File: src/rtl/shmul_pkg.sv
package shmul_pkg;
  typedef enum logic [1:0] {
    PH_IDLE = 2'd0,
    PH_RUN  = 2'd1,
    PH_DONE = 2'd2
  } phase_t;
endpackage

File: src/rtl/shmul_ctrl.sv
module shmul_ctrl #(
  parameter int N = 8
) (
  input  logic clk,
  input  logic rst,
  input  logic start_i,
  output logic load_o,
  output logic step_o,
  output logic busy_o,
  output logic done_o
);
  import shmul_pkg::*;

  localparam int CW = $clog2(N + 1);
  localparam logic [CW-1:0] LAST = CW'(N - 1);

  phase_t          phase_q;
  logic [CW-1:0]   cnt_q;

  assign load_o = start_i && (phase_q != PH_RUN);
  assign step_o = (phase_q == PH_RUN);
  assign busy_o = (phase_q == PH_RUN);
  assign done_o = (phase_q == PH_DONE);

  always_ff @(posedge clk) begin
    if (rst) begin
      phase_q <= PH_IDLE;
      cnt_q   <= '0;
    end else begin
      unique case (phase_q)
        PH_RUN: begin
          cnt_q <= cnt_q + 1'b1;
          if (cnt_q == LAST) phase_q <= PH_DONE;
        end
        default: begin
          if (start_i) begin
            phase_q <= PH_RUN;
            cnt_q   <= '0;
          end
        end
      endcase
    end
  end

  // Checker-side length counter, independent of cnt_q
  logic [CW:0] run_len_q;
  always_ff @(posedge clk) begin
    if (rst)               run_len_q <= '0;
    else if (busy_o)       run_len_q <= run_len_q + 1'b1;
    else if (load_o)       run_len_q <= '0;
  end


  run_length_chk: assert property (@(posedge clk) disable iff (rst)
    $rose(done_o) |-> (run_len_q == (CW+1)'(N)));


  flags_excl_chk: assert property (@(posedge clk) disable iff (rst)
    !(busy_o && done_o));


  busy_ignores_start_chk: assert property (@(posedge clk) disable iff (rst)
    (busy_o && start_i && (run_len_q < (CW+1)'(N - 1))) |=> busy_o);


  restart_chk: assert property (@(posedge clk) disable iff (rst)
    (done_o && start_i) |=> (busy_o && !done_o));
endmodule

File: src/rtl/shmul_datapath.sv
module shmul_datapath #(
  parameter int N = 8
) (
  input  logic           clk,
  input  logic           rst,
  input  logic           load_i,
  input  logic           step_i,
  input  logic [N-1:0]   mcand_i,
  input  logic [N-1:0]   mplier_i,
  output logic [2*N-1:0] product_o
);
  localparam int PW = 2 * N;

  logic [N-1:0]  mc_q;
  logic [N-1:0]  mq_q;
  logic [PW-1:0] acc_q;
  logic [N:0]    addend;
  logic [N:0]    psum;

  // (N+1)-bit adder keeps the carry of every partial sum
  assign addend = mq_q[0] ? {1'b0, mc_q} : '0;
  assign psum   = {1'b0, acc_q[PW-1:N]} + addend;

  always_ff @(posedge clk) begin
    if (rst) begin
      mc_q  <= '0;
      mq_q  <= '0;
      acc_q <= '0;
    end else if (load_i) begin
      mc_q  <= mcand_i;
      mq_q  <= mplier_i;
      acc_q <= '0;
    end else if (step_i) begin
      acc_q <= {psum, acc_q[N-1:1]};
      mq_q  <= mq_q >> 1;
    end
  end

  assign product_o = acc_q;


  mcand_hold_chk: assert property (@(posedge clk) disable iff (rst)
    (step_i && !load_i) |=> $stable(mc_q));


  acc_idle_chk: assert property (@(posedge clk) disable iff (rst)
    (!step_i && !load_i) |=> $stable(acc_q));
endmodule

File: src/rtl/shmul_unit.sv
module shmul_unit #(
  parameter int N = 8
) (
  input  logic           clk,
  input  logic           rst,
  input  logic           start_i,
  input  logic [N-1:0]   mcand_i,
  input  logic [N-1:0]   mplier_i,
  output logic           busy_o,
  output logic           done_o,
  output logic [2*N-1:0] product_o
);
  localparam int PW = 2 * N;

  logic load_w;
  logic step_w;

  shmul_ctrl #(.N(N)) u_ctrl (
    .clk     (clk),
    .rst     (rst),
    .start_i (start_i),
    .load_o  (load_w),
    .step_o  (step_w),
    .busy_o  (busy_o),
    .done_o  (done_o)
  );

  shmul_datapath #(.N(N)) u_dp (
    .clk       (clk),
    .rst       (rst),
    .load_i    (load_w),
    .step_i    (step_w),
    .mcand_i   (mcand_i),
    .mplier_i  (mplier_i),
    .product_o (product_o)
  );

  // Reference operands captured for the product check
  logic [N-1:0] ref_a_q;
  logic [N-1:0] ref_b_q;
  always_ff @(posedge clk) begin
    if (rst) begin
      ref_a_q <= '0;
      ref_b_q <= '0;
    end else if (start_i && !busy_o) begin
      ref_a_q <= mcand_i;
      ref_b_q <= mplier_i;
    end
  end


  product_value_chk: assert property (@(posedge clk) disable iff (rst)
    done_o |-> (product_o == (PW'(ref_a_q) * PW'(ref_b_q))));


  done_hold_chk: assert property (@(posedge clk) disable iff (rst)
    (done_o && !start_i) |=> (done_o && $stable(product_o)));
endmodule

File: config.mk
export PLATFORM = sky130hd
export DESIGN_NAME = shmul_unit
export DESIGN_NICKNAME = d
export VERILOG_FILES = /design/src/rtl/shmul_pkg.sv /design/src/rtl/shmul_ctrl.sv /design/src/rtl/shmul_datapath.sv /design/src/rtl/shmul_unit.sv
export SDC_FILE = /design/constraint.sdc
export NUM_CORES = 1
export LEC_CHECK = 0
export ABC_AREA = 1
export BUFFER_PORTS_ARGS = -buffer_cell sky130_fd_sc_hd__buf_2
export CORE_MARGIN = 4
export CORE_UTILIZATION = 50
export CTS_CLUSTER_DIAMETER = 50
export CTS_CLUSTER_SIZE = 40
export DETAILED_ROUTE_END_ITERATION = 10
export GPL_TIMING_DRIVEN = 1
export PLACE_DENSITY = 0.75
export SLEW_MARGIN = 10
export SYNTH_ARGS = -nofsm -noshare
export SYNTH_HDL_FRONTEND = slang
export SYNTH_SLANG_ARGS = --single-unit
File: constraint.sdc
create_clock -name clk -period 2.1 [get_ports clk]
set_input_delay 0.21 -clock clk [delete_from_list [all_inputs] [get_ports clk]]
set_output_delay 0.21 -clock clk [all_outputs]
set_load 0.05 [all_outputs]
==> results.json, run 1 <==
{
  "status": "finished clean",
  "timing.rr.start": "u_dp.mq_q[0]",
  "gp_congestion": 0.7773,
  "critPathArrivalTime_ns": 2.01,
  "grtUsageTotal": 0.1734,
  "ctsRootBufferMaster": "clkbuf_8",
  "cpMaxStageDelayCell": "fa_1",
  "critPathTopFamily": "simple AND/OR/NAND/NOR gates",
  "p_sw_uw": 431.1,
  "tightest_slew_ns": 0.4688,
  "drv_cap": 0,
  "insertion_delay_ns": 0.28,
  "fp.coreArea_sq_mm": 0.003661,
  "hold_violations": 0,
  "leakage_nw": 1.132,
  "path_max_fanout": 9,
  "crit_type": "reg -> reg",
  "wl_microns": 3892,
  "antenna_found_initial": 0,
  "rsz0062_at_grt": "false",
  "placedInstanceArea_sq_mm": 0.002081,
  "final_antenna_net_count": 0,
  "ys_ff_latch": 38,
  "crit_required_ns": 2.29,
  "start_util": 0.5157,
  "max_freq_ghz": 0.5493,
  "layout_min_cycle_time_ns": 1.821,
  "r2r_cells": 12,
  "hold_path_class": "in -> reg",
  "drc": 0,
  "slew_headroom": 0.6871,
  "dr.first_iter.drc_count": 88,
  "synthesis.area_sq_mm": 0.001888,
  "final.setup.tns_ns": 0,
  "post_cts_buffers": 0,
  "hold_buffers": 0,
  "holdPathStages": 3,
  "die_h_microns": 69.45,
  "wl_per_cell_microns": 11.28,
  "rows": 22,
  "hpwl_microns": 2855,
  "dieArea_sq_mm": 0.004823,
  "clockBufferDepth": 2,
  "cts_sinks": 38,
  "cts_tree": "done",
  "power_per_cell_area_mw_per_mm2": 687.2,
  "numCtsBuffers": 5,
  "r2r-end": "u_dp.product_o[13]",
  "diodes": 0,
  "finalCritPeriodShare": 0.8670,
  "portBuffers": 36,
  "p_clk_frac": 0.318,
  "gr-total-overflow": 0,
  "yosysSeqAreaShare": 0.4029,
  "setup_viol": 0,
  "p_sw_frac": 0.2905,
  "cts.htree.levels": 2,
  "cts_resized": 0,
  "synth_edf_count": 0,
  "synth.distinct_cells": 27,
  "syn_inst": 262,
  "hold_start": "mcand_i[5]",
  "seqPwrFrac": 0.525,
  "fin_skew_ns": 0.002370,
  "io_pins": 37,
  "synth-async-reset-ratio": 0,
  "slew_violations": 0,
  "drtPass1Iterations": 4,
  "nNetsFinal": 326,
  "yosysWarningCount": 0,
  "clkSlewWorstSetupHoldPaths_ns": 0.07,
  "via_count": 1686,
  "crit_path_max_incr_delay_ns": 0.40,
  "worstHoldEndpoint": "u_dp.mc_q[5]",
  "avgSynthCellArea_sq_um": 7.206,
  "cp-end-kind": "flop",
  "syn_nets": 291,
  "crit_chain": "nand2_1 -> inv_1 -> ha_1 -> fa_1 -> nand2_1 -> nand2_1 -> nand3b_1 -> nand2_1 -> nand2_1 -> nand3_1 -> nand2_1 -> inv_1",
  "comb_power_share": 0.157,
  "p_total_mw": 1.484,
  "area_growth_pct": 14.38,
  "start_kind": "flop",
  "ys.flop_type": "dfxtp_1",
  "drive_gt1_frac": 0.1751,
  "cp_num_buf_inv": 2,
  "grt_pass1_wl_microns": 6831,
  "intPower_mw": 1.053,
  "die_w_microns": 69.45,
  "r2r_setup_slack_ns": 0.28,
  "design_area_sq_mm": 0.002160,
  "viasPerCell": 4.887,
  "vdd_drop_max_mv": 0.4152,
  "grt_max_degree": 30,
  "crit_top_cell": "nand2_1",
  "grt_pass1_vias": 1574
}
-- how the worst max path moves through the flow --
stage	startpoint	endpoint	slack, ns	depth (start not counted)
3_5_place_dp	u_dp.mq_q[0]	u_dp.product_o[13]	0.29	12
3_3_place_gp	u_dp.mq_q[0]	u_dp.product_o[13]	0.37	12
2_1_floorplan	u_dp.product_o[8]	u_dp.product_o[13]	0.34	10
4_1_cts	u_dp.mq_q[0]	u_dp.product_o[13]	0.27	12
5_1_grt	u_dp.mq_q[0]	u_dp.product_o[13]	0.09	12
6_report	u_dp.mq_q[0]	u_dp.product_o[13]	0.28	12
-- state kept, by name (all words and copies together), names as in the netlist --
name / cells
u_dp.product_o: 16
u_dp.mc_q: 8
u_dp.mq_q: 8
u_ctrl.cnt_q: 4
u_ctrl.phase_q: 2
-- cell type report --
cell class | instances | area [sq um]
Timing Repair Buffer | 36 | 180.2
Fill cell | 363 | 1501
Tap cell | 48 | 60.06
Clock buffer | 5 | 68.82
Clock inverter | 2 | 10.01
Multi-Input combinational cell | 176 | 927.1
Inverter | 40 | 152.6
Sequential cell | 38 | 760.7
-- kinds of logic after synthesis --
group	after synthesis	share of synthesized area
AOI/OAI and AO/OA	42	0.1299
xor gates and xnor gates	1	0.004640
adders and majority gates	10	0.07025
buffers and inverters	48	0.1060
DFF	38	0.4029
and+or+nand+nor	123	0.2863
-- per-layer routing --
layer / GRT usage / up-vias / share of wire / wire [microns]
met5: 0 / - / 0 / 0
met4: 0.04555 / 0 / 0.0087 / 34
met3: 0.05942 / 4 / 0.040 / 156
met2: 0.2945 / 31 / 0.51 / 1969
met1: 0.2084 / 754 / 0.44 / 1730
li1: - / 897 / - / -
-- synthesized netlist by cell type (all sizes together) (2+ instances only) --
library cell	count	area share
inv	40	0.081
or2	2	0.0066
o21ai	12	0.032
dfxtp	38	0.40
buf	6	0.021
nand3b	4	0.016
clkbuf	2	0.0040
nor2	28	0.073
o211ai	4	0.016
ha	9	0.060
a21oi	18	0.048
o221ai	5	0.023
nand3	11	0.029
nand2	76	0.16
-- placed cells by master (no fill, tap or decap) --
master / instances
nand2_1: 75
dfxtp_1: 38
buf_2: 36
inv_1: 34
nor2_1: 26
a21oi_1: 18
o21ai_1: 11
nand3_1: 11
ha_1: 9
inv_2: 5
o221ai_1: 5
clkbuf_8: 5
nand3b_1: 4
o211ai_1: 4
nor2_8: 2
or2_1: 2
clkinv_2: 2
nand2_4: 1
inv_4: 1
or3_1: 1
xnor2_1: 1
nand4_1: 1
o31ai_1: 1
o22ai_1: 1
a211oi_1: 1
o21ai_0: 1
fa_1: 1
-- per-stage QoR --
stage / utilization / hold WS [ns] / cells / setup WS [ns]
3_5_place_dp: 0.5684 / 0.4442 / 338 / 0.2855
3_3_place_gp: 0.5684 / 0.4349 / 338 / 0.3721
6_report: 0.5899 / 0.1465 / 345 / 0.2794
5_1_grt: 0.5899 / 0.1357 / 345 / 0.08980
4_1_cts: 0.5899 / 0.1404 / 345 / 0.2734
2_1_floorplan: - / 0.2791 / 262 / 0.3391
-- worst register-to-register path: stages, from the launching register on --
cell,delay [ns]
dfxtp_1,0.39
nand2_1,0.10
inv_1,0.04
ha_1,0.19
fa_1,0.40
nand2_1,0.09
nand2_1,0.08
nand3b_1,0.11
nand2_1,0.07
nand2_1,0.06
nand3_1,0.06
nand2_1,0.08
inv_1,0.04
-- power groups by stage --
stage	sequential, mW	combinational (mW)	clock (mW)
floorplan	0.817	0.156	0
global placement	0.795	0.231	0
detailed placement	0.796	0.234	0
CTS	0.779	0.235	0.490
global route	0.784	0.262	0.524
finish	0.780	0.233	0.471
No activity file was read; power rests on OpenSTA's default activity.
==> inputs of run 2 (changes only) <==
BUFFER_PORTS_ARGS = default   (was -buffer_cell sky130_fd_sc_hd__buf_2)
CORE_UTILIZATION = 60   (was 50)
DONT_BUFFER_PORTS = 1   (was default)
PLACE_DENSITY = 0.78   (was 0.75)
==> run 2 against run 1 <==
  * Total power decreased by 5.0%
  * Design area down 3.6%
  * Utilization up 9.7 points
  * Setup slack improved by 0.022 ns
  * Sequential cell count stayed put
  * Clock-buffer cell count grew 2
  * First-iteration DRC count unchanged
  * Via count is 3.8% lower
  * Critical endpoint unchanged
  * Maximum frequency is 1.2% higher
  * Sequential power is essentially flat
==> results.json, run 2 (same netlist as run 1, synthesis figures left out) <==
{
  "status": "finished clean",
  "design_area_sq_mm": 0.002081,
  "rsz0062_at_grt": "false",
  "diodes": 0,
  "clkSlewWorstSetupHoldPaths_ns": 0.12,
  "crit_path_max_incr_delay_ns": 0.41,
  "crit_type": "reg -> reg",
  "dr.first_iter.drc_count": 88,
  "p_sw_uw": 416.3,
  "cts_sinks": 38,
  "grt_pass1_vias": 1572,
  "viasPerCell": 5.053,
  "tightest_slew_ns": 0.5459,
  "drc": 0,
  "setup_viol": 0,
  "seqPwrFrac": 0.552,
  "pre_cts_ws_ns": 0.3172,
  "drtPass1Iterations": 4,
  "ctsRootBufferMaster": "clkbuf_4",
  "crit_required_ns": 2.35,
  "worst_slack_ns": 0.3010,
  "layout_commonest_cell": "nand2_1",
  "hpwl_microns": 2715,
  "start_kind": "flop",
  "p_total_mw": 1.409,
  "final_util": 0.6872,
  "critPathArrivalTime_ns": 2.05,
  "fillers": 281,
  "mostFrequentLayoutCells": "nand2_1, dfxtp_1, inv_1",
  "clockBufferDepth": 2,
  "cts.htree.levels": 2,
  "wl_microns": 3815,
  "die_h_microns": 64.10,
  "nNetsFinal": 305,
  "dieArea_sq_mm": 0.004108,
  "post_cts_buffers": 0,
  "p_sw_frac": 0.2954,
  "area_growth_pct": 10.21,
  "insertion_delay_ns": 0.34,
  "p_clk_frac": 0.285,
  "max_freq_ghz": 0.5559,
  "hold_violations": 0,
  "grt_pass1_wl_microns": 6624,
  "intPower_uw": 993.0,
  "seq_area_sq_um": 760.7,
  "multi_input_area_sq_um": 927.1,
  "path_max_fanout": 9,
  "final_antenna_net_count": 0,
  "fp.coreArea_sq_mm": 0.003028,
  "cp-end-kind": "flop",
  "gr-total-overflow": 0,
  "leakage_nw": 1.029,
  "fin_cells": 321,
  "slew_violations": 0,
  "start_util": 0.6236,
  "portBuffers": 0,
  "antenna_found_initial": 0,
  "gp_congestion": 0.8158,
  "final.setup.tns_ns": 0,
  "die_w_microns": 64.10,
  "crit_top_cell": "nand2_1",
  "grtUsageTotal": 0.2037,
  "largest_reg_flops": 16,
  "layout_min_cycle_time_ns": 1.799,
  "via_count": 1622,
  "numCtsBuffers": 5,
  "hold_ws_ns": 0.009896,
  "power_per_cell_area_mw_per_mm2": 677.3,
  "place_inst": 308,
  "drv_cap": 0,
  "rows": 20,
  "fin_skew_ns": 0.01211,
  "cts_tree": "done",
  "slew_headroom": 0.6355,
  "io_pins": 37,
  "grt_max_degree": 20,
  "wl_per_cell_microns": 11.88,
  "placedInstanceArea_sq_mm": 0.001971,
  "cpMaxStageDelayCell": "dfxtp_1",
  "hold_path_class": "in -> reg",
  "finalCritPeriodShare": 0.8566,
  "comb_power_share": 0.163,
  "drive_gt1_frac": 0.09386,
  "vdd_drop_max_mv": 0.5470,
  "crit_chain": "nand2_1 -> inv_1 -> ha_1 -> fa_1 -> nand2_1 -> nand2_1 -> nand3b_1 -> nand2_1 -> nand2_1 -> nand3_1 -> nand2_1 -> inv_1"
}
-- run 2: cell types whose count changed in the layout (fill, tap and decap cells not counted), sizes merged --
cell         change
dlygate4sd3      +5
clkbuf           +2
buf             -26
clkinv           -1
-- run 2: path summary, 6_finish.rpt --
kind / startpoint / end / slack, ns / cells past startpoint
worst max-delay path: u_dp.mq_q[0] / u_dp.product_o[13] / 0.30 / 12
worst min-delay path: mcand_i[2] / u_dp.mc_q[2] / 0.01 / 2
worst max register to register: u_dp.mq_q[0] / u_dp.product_o[13] / 0.30 / 12
worst min register to register: u_ctrl.cnt_q[3] / u_ctrl.cnt_q[3] / 0.47 / 1
-- run 2: power groups by stage --
stage | Combinational (mW) | Sequential [mW] | Clock (mW)
final | 0.230 | 0.778 | 0.401
after global routing | 0.260 | 0.783 | 0.436
after CTS | 0.231 | 0.778 | 0.409
after detailed placement | 0.221 | 0.794 | 0
after global placement | 0.219 | 0.794 | 0
after floorplan | 0.156 | 0.817 | 0
-- run 2: cell type report --
cell class | instances | share of cell area
clock buffers | 7 | 0.02646
clock inverters | 1 | 0.002405
inverters | 40 | 0.07336
multi-input cells | 176 | 0.4456
flip-flops and latches | 38 | 0.3656
well taps | 44 | 0.02646
repair buffers | 15 | 0.06013
-- run 2: timing repair --
item                                   4_1_cts  5_1_grt
gates resized for setup                      0        0
endpoints found under the hold margin        9        0
hold buffers                                 5        0
-- run 2: worst max-delay path: cells and delay by family, from the launching register on --
kind | cells | cell delay [ns]
simple gates | 8 | 0.63
fa+ha+maj | 2 | 0.60
flops | 1 | 0.41
buf+inv | 2 | 0.07
-- run 2: per-layer routing --
layer	vias to the layer above	GRT usage	part of all wire	wire [microns]
li1	867	-	-	-
met1	716	0.2519	0.46	1759
met4	0	0.05541	0.015	56
met2	31	0.3432	0.48	1829
met3	8	0.06151	0.045	170
met5	-	0	0	0
